--- config.mk ---
export PLATFORM = sky130hd
export DESIGN_NAME = dram_cycle_classifier
export DESIGN_NICKNAME = d
export VERILOG_FILES = /design/src/rtl/dcc_pkg.sv /design/src/rtl/dcc_strobe_sync.sv /design/src/rtl/dcc_cycle_decode.sv /design/src/rtl/dcc_read_reduce.sv /design/src/rtl/dram_cycle_classifier.sv
export SDC_FILE = /design/constraint.sdc
export NUM_CORES = 1
export LEC_CHECK = 0
export BUFFER_PORTS_ARGS = -buffer_cell sky130_fd_sc_hd__buf_2
export CAP_MARGIN = 20
export CORE_ASPECT_RATIO = 0.8
export CORE_MARGIN = 2
export CORE_UTILIZATION = 53
export CTS_CLUSTER_SIZE = 12
export DETAILED_ROUTE_END_ITERATION = 6
export MAX_ROUTING_LAYER = met4
export PLACE_DENSITY = 0.92
export REMOVE_ABC_BUFFERS = 1
export SETUP_SLACK_MARGIN = 0.05
export SYNTH_ARGS = -nofsm -noshare
export SYNTH_HDL_FRONTEND = slang
export SYNTH_SLANG_ARGS = --single-unit
--- constraint.sdc ---
create_clock -name clk -period 3.25 [get_ports clk]
set_clock_uncertainty 0.2 [all_clocks]
set_input_delay 0 -clock clk [delete_from_list [all_inputs] [get_ports clk]]
set_output_delay 0 -clock clk [all_outputs]
set_load 0.01 [all_outputs]
--- src/rtl/dcc_pkg.sv ---
package dcc_pkg;
  typedef enum logic [1:0] {
    CYC_ACCESS   = 2'd0,
    CYC_ROW_ONLY = 2'd1,
    CYC_CBR      = 2'd2,
    CYC_TEST     = 2'd3
  } cyc_kind_e;
endpackage

--- src/rtl/dcc_strobe_sync.sv ---
module dcc_strobe_sync #(
  parameter int N      = 3,
  parameter int STAGES = 2
) (
  input  logic         clk,
  input  logic         rst,
  input  logic [N-1:0] raw,
  output logic [N-1:0] synced
);
  logic [N-1:0] chain [STAGES];

  genvar s;
  generate
    for (s = 0; s < STAGES; s++) begin : g_stage
      always_ff @(posedge clk) begin
        if (rst)         chain[s] <= '1;
        else if (s == 0) chain[s] <= raw;
        else             chain[s] <= chain[(s == 0) ? 0 : s-1];
      end
    end
  endgenerate

  assign synced = chain[STAGES-1];
endmodule

--- src/rtl/dcc_cycle_decode.sv ---
module dcc_cycle_decode
  import dcc_pkg::*;
(
  input  logic      clk,
  input  logic      rst,
  input  logic      ras_s,
  input  logic      cas_s,
  input  logic      we_s,
  output logic      cyc_valid,
  output cyc_kind_e cyc_type,
  output logic      test_mode,
  output logic      rd_go,
  output logic      rd_tm,
  output logic      drive_off
);
  logic ras_p, cas_p;
  logic pending, in_access;
  logic ras_fall, ras_rise, cas_fall;

  assign ras_fall = ras_p & ~ras_s;
  assign ras_rise = ~ras_p & ras_s;
  assign cas_fall = cas_p & ~cas_s;

  always_ff @(posedge clk) begin
    if (rst) begin
      ras_p     <= 1'b1;
      cas_p     <= 1'b1;
      pending   <= 1'b0;
      in_access <= 1'b0;
      test_mode <= 1'b0;
      cyc_valid <= 1'b0;
      cyc_type  <= CYC_ACCESS;
      rd_go     <= 1'b0;
      rd_tm     <= 1'b0;
      drive_off <= 1'b0;
    end else begin
      ras_p     <= ras_s;
      cas_p     <= cas_s;
      cyc_valid <= 1'b0;
      rd_go     <= 1'b0;
      drive_off <= 1'b0;
      if (ras_fall) begin
        in_access <= 1'b0;
        if (!cas_s && !we_s) begin
          cyc_valid <= 1'b1;
          cyc_type  <= CYC_TEST;
          test_mode <= 1'b1;
        end else if (!cas_s) begin
          cyc_valid <= 1'b1;
          cyc_type  <= CYC_CBR;
          test_mode <= 1'b0;
        end else begin
          pending <= 1'b1;
        end
      end else if (ras_rise) begin
        drive_off <= 1'b1;
        in_access <= 1'b0;
        pending   <= 1'b0;
        if (pending) begin
          cyc_valid <= 1'b1;
          cyc_type  <= CYC_ROW_ONLY;
          test_mode <= 1'b0;
        end
      end else if (cas_fall && !ras_s && (pending || in_access)) begin
        if (pending) begin
          cyc_valid <= 1'b1;
          cyc_type  <= CYC_ACCESS;
          pending   <= 1'b0;
          in_access <= 1'b1;
        end
        if (we_s) begin
          rd_go <= 1'b1;
          rd_tm <= test_mode;
        end else begin
          drive_off <= 1'b1;
        end
      end
    end
  end

  // the flag only rises together with a test-entry report
  a_r3_entry_sets_flag: assert property (@(posedge clk) disable iff (rst)
    $rose(test_mode) |-> (cyc_valid && cyc_type == CYC_TEST));

  // the flag only falls together with a refresh report
  a_r5_refresh_clears: assert property (@(posedge clk) disable iff (rst)
    $fell(test_mode) |-> (cyc_valid && (cyc_type == CYC_ROW_ONLY || cyc_type == CYC_CBR)));

  // an access report never moves the flag
  a_r4_access_keeps_flag: assert property (@(posedge clk) disable iff (rst)
    (cyc_valid && cyc_type == CYC_ACCESS) |-> $stable(test_mode));
endmodule

--- src/rtl/dcc_read_reduce.sv ---
module dcc_read_reduce #(
  parameter int WORD_W  = 4,
  parameter int GROUP_N = 4,
  localparam int SEL_W   = (GROUP_N > 1) ? $clog2(GROUP_N) : 1,
  localparam int GROUP_W = WORD_W * GROUP_N
) (
  input  logic               clk,
  input  logic               rst,
  input  logic               rd_go,
  input  logic               rd_tm,
  input  logic               drive_off,
  input  logic [SEL_W-1:0]   col_lo,
  input  logic [GROUP_W-1:0] rd_group,
  output logic [WORD_W-1:0]  dq_out,
  output logic               dq_oe
);
  logic              t_valid;
  logic              t_pass;
  logic [WORD_W-1:0] norm_word;

  assign norm_word = rd_group[col_lo*WORD_W +: WORD_W];

  always_ff @(posedge clk) begin
    if (rst) begin
      t_valid <= 1'b0;
      t_pass  <= 1'b0;
      dq_out  <= '0;
      dq_oe   <= 1'b0;
    end else begin
      t_valid <= rd_go & rd_tm;
      if (rd_go && rd_tm) t_pass <= (&rd_group) | ~(|rd_group);
      if (drive_off) begin
        dq_oe <= 1'b0;
      end else if (rd_go && !rd_tm) begin
        dq_out <= norm_word;
        dq_oe  <= 1'b1;
      end else if (t_valid) begin
        dq_out <= {WORD_W{t_pass}};
        dq_oe  <= 1'b1;
      end
    end
  end

  // a compressed result drives a uniform word
  a_r8_uniform_result: assert property (@(posedge clk) disable iff (rst)
    (t_valid && !drive_off) |=> (dq_oe && (dq_out == '0 || dq_out == '1)));

  // a drive-off request leaves the pins undriven next clock
  a_r9_drive_off: assert property (@(posedge clk) disable iff (rst)
    drive_off |=> !dq_oe);
endmodule

--- src/rtl/dram_cycle_classifier.sv ---
module dram_cycle_classifier
  import dcc_pkg::*;
#(
  parameter int WORD_W      = 4,
  parameter int GROUP_N     = 4,
  parameter int SYNC_STAGES = 2,
  localparam int SEL_W   = (GROUP_N > 1) ? $clog2(GROUP_N) : 1,
  localparam int GROUP_W = WORD_W * GROUP_N
) (
  input  logic               clk,
  input  logic               rst,
  input  logic               ras_n,
  input  logic               cas_n,
  input  logic               we_n,
  input  logic [SEL_W-1:0]   col_lo,
  input  logic [GROUP_W-1:0] rd_group,
  output logic               cyc_valid,
  output logic [1:0]         cyc_type,
  output logic               test_mode,
  output logic [WORD_W-1:0]  dq_out,
  output logic               dq_oe
);
  logic [2:0] strobes_s;
  logic       rd_go, rd_tm, drive_off;
  cyc_kind_e  kind;

  dcc_strobe_sync #(.N(3), .STAGES(SYNC_STAGES)) u_sync (
    .clk    (clk),
    .rst    (rst),
    .raw    ({ras_n, cas_n, we_n}),
    .synced (strobes_s)
  );

  dcc_cycle_decode u_decode (
    .clk       (clk),
    .rst       (rst),
    .ras_s     (strobes_s[2]),
    .cas_s     (strobes_s[1]),
    .we_s      (strobes_s[0]),
    .cyc_valid (cyc_valid),
    .cyc_type  (kind),
    .test_mode (test_mode),
    .rd_go     (rd_go),
    .rd_tm     (rd_tm),
    .drive_off (drive_off)
  );

  assign cyc_type = kind;

  dcc_read_reduce #(.WORD_W(WORD_W), .GROUP_N(GROUP_N)) u_reduce (
    .clk       (clk),
    .rst       (rst),
    .rd_go     (rd_go),
    .rd_tm     (rd_tm),
    .drive_off (drive_off),
    .col_lo    (col_lo),
    .rd_group  (rd_group),
    .dq_out    (dq_out),
    .dq_oe     (dq_oe)
  );
endmodule

==> run metrics, run 1 <==
site row count 14; Hold WC Path Type in2reg; most frequent cell after synthesis dfxtp_1; pwr dens around 370 nW/µm²; Non-Filler Instances between 150 and 200; sequential-to-total area share from yosys stat about 45%; die area 2400 µm²; Max Root-Sink Buffers 2; Crit path top cell by count dlygate4sd3_1; Core ar. 1890 µm²; cell taking the most area after synthesis dfxtp_1; origin of the worst min-delay path rd_group[13]; Die Ht 44.3 µm; Total Wirelength 3.13 mm; minimum clock period 2.93 ns; drt drc 0; drt pass-1 iters 4; Area Overhead vs Synth 33.6%; clk sinks 24; ys flop type dfxtp_1; routed via count 1113; post-CTS setup repair buffer count 0; Synth cell types 30; critical path, cell by cell dlygate4sd3_1 -> buf_2 -> nand4_1 -> dlygate4sd3_1 -> nor4_1 -> dlygate4sd3_1 -> nor3_1 -> dlygate4sd3_1 -> nor3_1; Initial Util 56.7%; vias in the first global route 1025; total gr overflow 0; crit path max fanout 3; reg2reg setup slack 1.55 ns; total negative slack 0 ns; Fillers 128; worst IR drop on VDD roughly 320 µV; die width 54.3 µm; initial antenna violation count 0; top-area cell type share of the netlist area 44.8%; num ports 32; achievable frequency between 300 and 400 MHz; EDFF count, synth 0; placer congestion estimate approximately 0.8; Synth Warn # 0; status complete, no violations; Synth top cells by count 24 x dfxtp_1, 11 x nand2_1, 9 x nor2_1; CP Launch Type input pin; max-cap violation count 0; CP max stage delay 0.63 ns; syn_area_per_cell 9.85 µm²; Crit. End Element flip-flop; cell area after synthesis 1070 µm²; final hold violations 0; Post-Syn Instances roughly 110; Buffers on Ports 31; worst skew pair latency 0.32 ns; Async SR Flop Fraction 0%; origin of the worst setup path rd_group[12]; WP data arrival 2.99 ns; placed cells about 160; DP HPWL 1.85 mm; largest net degree at the start of global routing 25; CTS tree built; Bufs and invs on worst path 5; initial DRC count 63; Vias/cell about 6; root buffer cell clkbuf_4; share of cells above drive strength 1 26.9%; final period utilization between 90% and 100%; DR WL/cell 17.4 µm; clk slew on worst S/H paths roughly 0.13 ns; number of diodes 0; largest cells by area after synthesis dfxtp_1 45%, mux4_1 9.8%, or2_1 4.7%; H-tree Lvls 1; unrepaired setup endpoints after global routing false; GRT Util Overall between 30% and 40%; critical path required time ~3.3 ns; TritonCTS buffer count 3; Final setup viols 0; Final Max Slew Viols 0; slew margin rel. around three quarters; Crit Path Class in2reg; Least-Margin Pin Slew 0.396 ns; top cell family by delay on the critical path buffers and inverters; Post-CTS Resized 0; Synth Register Bits 24; worst r2r src u_decode.rd_tm; Antenna Violating Nets Remaining 0; first-pass GRT wire length about 5.0 mm; P_leak between 0.0005 and 0.0006 µW; final-stage net count 182; Worst path slowest cell dlygate4sd3_1; CTS Hold Bufs 15
-- flip-flops by register name, summed over array words and instances, names as in the netlist --
register / count
u_decode.in_access: 1
u_decode.ras_p: 1
u_decode.rd_go: 1
u_decode.pending: 1
u_sync.chain: 6
u_reduce.dq_oe: 1
u_decode.drive_off: 1
u_decode.cyc_valid: 1
u_decode.rd_tm: 1
u_decode.cyc_type: 2
u_decode.cas_p: 1
u_decode.test_mode: 1
u_reduce.t_valid: 1
u_reduce.dq_out: 4
u_reduce.t_pass: 1
-- cell type report --
cell class,instances,area [µm²],area share [%]
clock buffers,4,36.3,2.53
inverters,4,15.0,1.05
multi-input cells,78,567,39.5
flip-flops and latches,24,480,33.5
well taps,24,30.0,2.09
repair buffers,46,305,21.3
-- layer usage --
metal | vias to the layer above | part of all wire [%] | GRT usage (%)
li1 | 498 | - | -
met4 | 0 | 4.4 | 14.5
met3 | 20 | 7.6 | 8.45
met2 | 71 | 49 | 47.2
met1 | 524 | 39 | 35.9
met5 | - | 0 | -
-- logic make-up (layout without fill, tap and decap cells) --
| kind of cell | Yosys count | in the layout | synth area share [%] |
|---|---|---|---|
| AO/OA/AOI/OAI | 22 | 22 | 13.8 |
| adder cells (fa/ha/maj) | 2 | 2 | 2.33 |
| buffers and inverters | 7 | 54 | 2.45 |
| flip-flops | 24 | 24 | 44.8 |
| multiplexers | 6 | 6 | 11.8 |
| AND/OR/NAND/NOR | 48 | 48 | 24.9 |
-- per-stage QoR --
stage               hold slack (ns)  setup slack [ns]  total power (µW)  util, %  cell area [µm²]
CTS                          0.0834             0.515               524     75.8             1430
global placement            -0.0248              1.81               357     65.9             1250
global route                  0.159             0.212               543     75.8             1430
detailed placement          -0.0182              1.74               360     65.9             1250
floorplan                    -0.133              1.88               332        -             1060
finish                        0.126             0.316               528     75.8             1430
-- worst register-to-register path, cell delays in order (launching register included) --
cell	delay [ns]
dfxtp_1	0.42
nand2_1	0.14
nor3_1	0.21
dlygate4sd3_1	0.58
nor3_1	0.05
-- final timing paths --
path	endpoint	cells after the start
min	u_reduce.dq_out[1]	4
max	u_reduce.t_pass	9
min reg2reg	u_sync.chain[1][0]	1
max reg2reg	u_reduce.t_pass	4
-- power breakdown --
group | switching (µW) | internal, µW | leakage, µW
registers | 6.14 | 300 | 0.000195
clock network | 90.9 | 68.6 | 0.0000210
logic | 27.7 | 34.5 | 0.000371
-- layout by cell type, fill, tap and decap left out, drive strengths merged --
| cell | Yosys | final |
|---|---|---|
| and2b | 1 | 1 |
| a21boi | 1 | 1 |
| clkbuf | 2 | 4 |
| dlygate4sd3 | 0 | 15 |
| nor4 | 6 | 6 |
| ha | 2 | 2 |
| and4 | 1 | 1 |
| nand2b | 1 | 1 |
| nor2 | 10 | 10 |
| dfxtp | 24 | 24 |
| a21oi | 6 | 6 |
| nor3b | 1 | 1 |
| mux2i | 1 | 1 |
| o2111ai | 1 | 1 |
| o21ba | 1 | 1 |
| inv | 4 | 4 |
| or2 | 8 | 8 |
| a211oi | 5 | 5 |
| o31ai | 1 | 1 |
| a221oi | 1 | 1 |
| mux4 | 4 | 4 |
| nand2 | 11 | 11 |
| buf | 1 | 31 |
| o21ai | 6 | 6 |
| mux2 | 1 | 1 |
| nor3 | 5 | 5 |
| nand4 | 4 | 4 |
Note: power is estimated with default switching activity, not from simulation.
==> run 2, diff against run 1 <==
--- a/config.mk
+++ b/config.mk
@@ -9,11 +9,11 @@
 export CAP_MARGIN = 20
 export CORE_ASPECT_RATIO = 0.8
 export CORE_MARGIN = 2
-export CORE_UTILIZATION = 53
+export CORE_UTILIZATION = 49
 export CTS_CLUSTER_SIZE = 12
 export DETAILED_ROUTE_END_ITERATION = 6
 export MAX_ROUTING_LAYER = met4
-export PLACE_DENSITY = 0.92
+export PLACE_DENSITY = 0.86
 export REMOVE_ABC_BUFFERS = 1
 export SETUP_SLACK_MARGIN = 0.05
 export SYNTH_ARGS = -nofsm -noshare
==> constraint.sdc (replaced) <==
create_clock -name clk -period 3.3 [get_ports clk]
set_clock_uncertainty 0.2 [all_clocks]
set_input_delay 0 -clock clk [delete_from_list [all_inputs] [get_ports clk]]
set_output_delay 0 -clock clk [all_outputs]
set_load 0.01 [all_outputs]
==> run metrics, run 2 (synthesis results as in run 1) <==
status complete, no violations; Antenna Violating Nets Remaining 0; max-cap violation count 0; Non-Filler Instances 173; Max Root-Sink Buffers 2; Crit Path Class in2reg; Reg-to-Reg End u_reduce.t_pass; final worst slack 0.404 ns; minimum clock period 2.90 ns; initial antenna violation count 0; critical path required time 3.34 ns; Least-Margin Pin Slew 0.386 ns; drt drc 0; post-CTS setup repair buffer count 0; crit path max fanout 3; WP data arrival 2.94 ns; Final Core Density 63.7%; commonest non-fill, non-tap cell in the layout buf_2; final hold violations 0; origin of the worst setup path rd_group[3]; largest net degree at the start of global routing 25; Buffers on Ports 31; Total Wirelength 2.40 mm; Initial Util about 51%; worst r2r src u_decode.rd_go; Crit. End Element flip-flop; num ports 32; number of flip-flops under the largest register name 6; clk sinks 24; worst IR drop on VDD 428 µV; root buffer cell clkbuf_4; final-stage net count approximately 180; CP Launch Type input pin; CTS tree built; Final setup viols 0; DP HPWL roughly 1.7 mm; share of cells above drive strength 1 27.7%; CP max stage delay between 0.5 and 0.6 ns; DR WL/cell 13.9 µm; commonest non-fill, non-tap cells in the layout 31 x buf_2, 24 x dfxtp_1, 11 x nand2_1, 9 x nor2_1; placer congestion estimate 0.770; first-pass GRT wire length 3.39 mm; slew margin rel. 74.2%; design area ~1400 µm²; vias in the first global route 749; Hold WC Path Type in2reg; Final Max Slew Viols 0; Top reg by flops u_sync.chain; final period utilization between 80% and 90%; P_leak approximately 0.00055 µW; die area 2580 µm²; pwr dens approximately 350 nW/µm²; total gr overflow 0; worst reg2reg path depth 4; drt pass-1 iters 4; achievable frequency 345 MHz; Setup crit end u_reduce.t_pass; unrepaired setup endpoints after global routing false; routed via count 994; Die Ht about 46 µm; critical path, cell by cell dlygate4sd3_1 -> buf_2 -> nand4_1 -> dlygate4sd3_1 -> nor4_1 -> dlygate4sd3_1 -> nor3_1 -> dlygate4sd3_1 -> nor3_1; DP Area 1250 µm²; clk slew on worst S/H paths 0.12 ns; initial DRC count 39; Worst path slowest cell dlygate4sd3_1; Area Overhead vs Synth 25.9%; number of diodes 0; total negative slack 0 ns; largest registers u_sync.chain: 6 flops, u_reduce.dq_out: 4 flops, u_decode.cyc_type: 2 flops; placed cells 162; dpl ws 1.80 ns; die width 56.3 µm; Core ar. 2120 µm²; Vias/cell 5.75; worst skew pair latency about 0.31 ns; GRT Util Overall about 18%; H-tree Lvls 1; TritonCTS buffer count 3; site row count 15; Crit path top cell by count dlygate4sd3_1; reg2reg setup slack 1.69 ns
-- run 2: cell type report --
class	instances	area (µm²)
clock buffer	3	22.5
fill	153	769
inverter	4	15.0
multi-input combinational	78	567
sequential	24	480
tap	25	31.3
timing repair buffer	39	235
-- run 2: timing repair --
| item | 4_1_cts | 5_1_grt |
|---|---|---|
| resized for setup | 0 | 0 |
| endpoints found under the setup margin | 0 | 0 |
| hold buffers | 8 | 0 |
| hold endpoints to repair | 19 | 0 |
-- run 2: layer usage --
metal	up-vias	share of wire, %	track usage, %
li1	487	-	-
met1	465	42	20.7
met2	36	50	31.5
met3	6	5.0	4.55
met4	0	3.0	7.62
met5	-	0	-
-- run 2: worst min-delay path by stage --
stage / start / to / slack, ns / cells after the start
final: col_lo[1] / u_reduce.dq_out[2] / 0.003 / 4
after global routing: col_lo[1] / u_reduce.dq_out[2] / 0.007 / 4
after CTS: col_lo[1] / u_reduce.dq_out[2] / 0.003 / 4
after detailed placement: ras_n / u_sync.chain[0][2] / -0.02 / 2
after global placement: we_n / u_sync.chain[0][0] / -0.02 / 2
after floorplan: rst / u_decode.cyc_valid / -0.13 / 1
-- run 2: power breakdown --
| group | switching (µW) | internal, µW | leakage [µW] |
|---|---|---|---|
| combinational | 24.8 | 28.5 | 0.000346 |
| sequential | 5.34 | 296 | 0.000195 |
| clock | 80.5 | 42.7 | 0.0000138 |
-- run 2: stage by stage --
stage,total power [µW],hold WS (ns)
2_1_floorplan,327,-0.133
3_3_place_gp,351,-0.0249
3_5_place_dp,355,-0.0205
4_1_cts,475,0.00316
5_1_grt,496,0.00730
6_report,477,0.00336
-- run 2: critical path, delay by kind of cell --
kind | cells | cell delay [ns]
buf+inv | 5 | 2.39
simple gates | 4 | 0.54
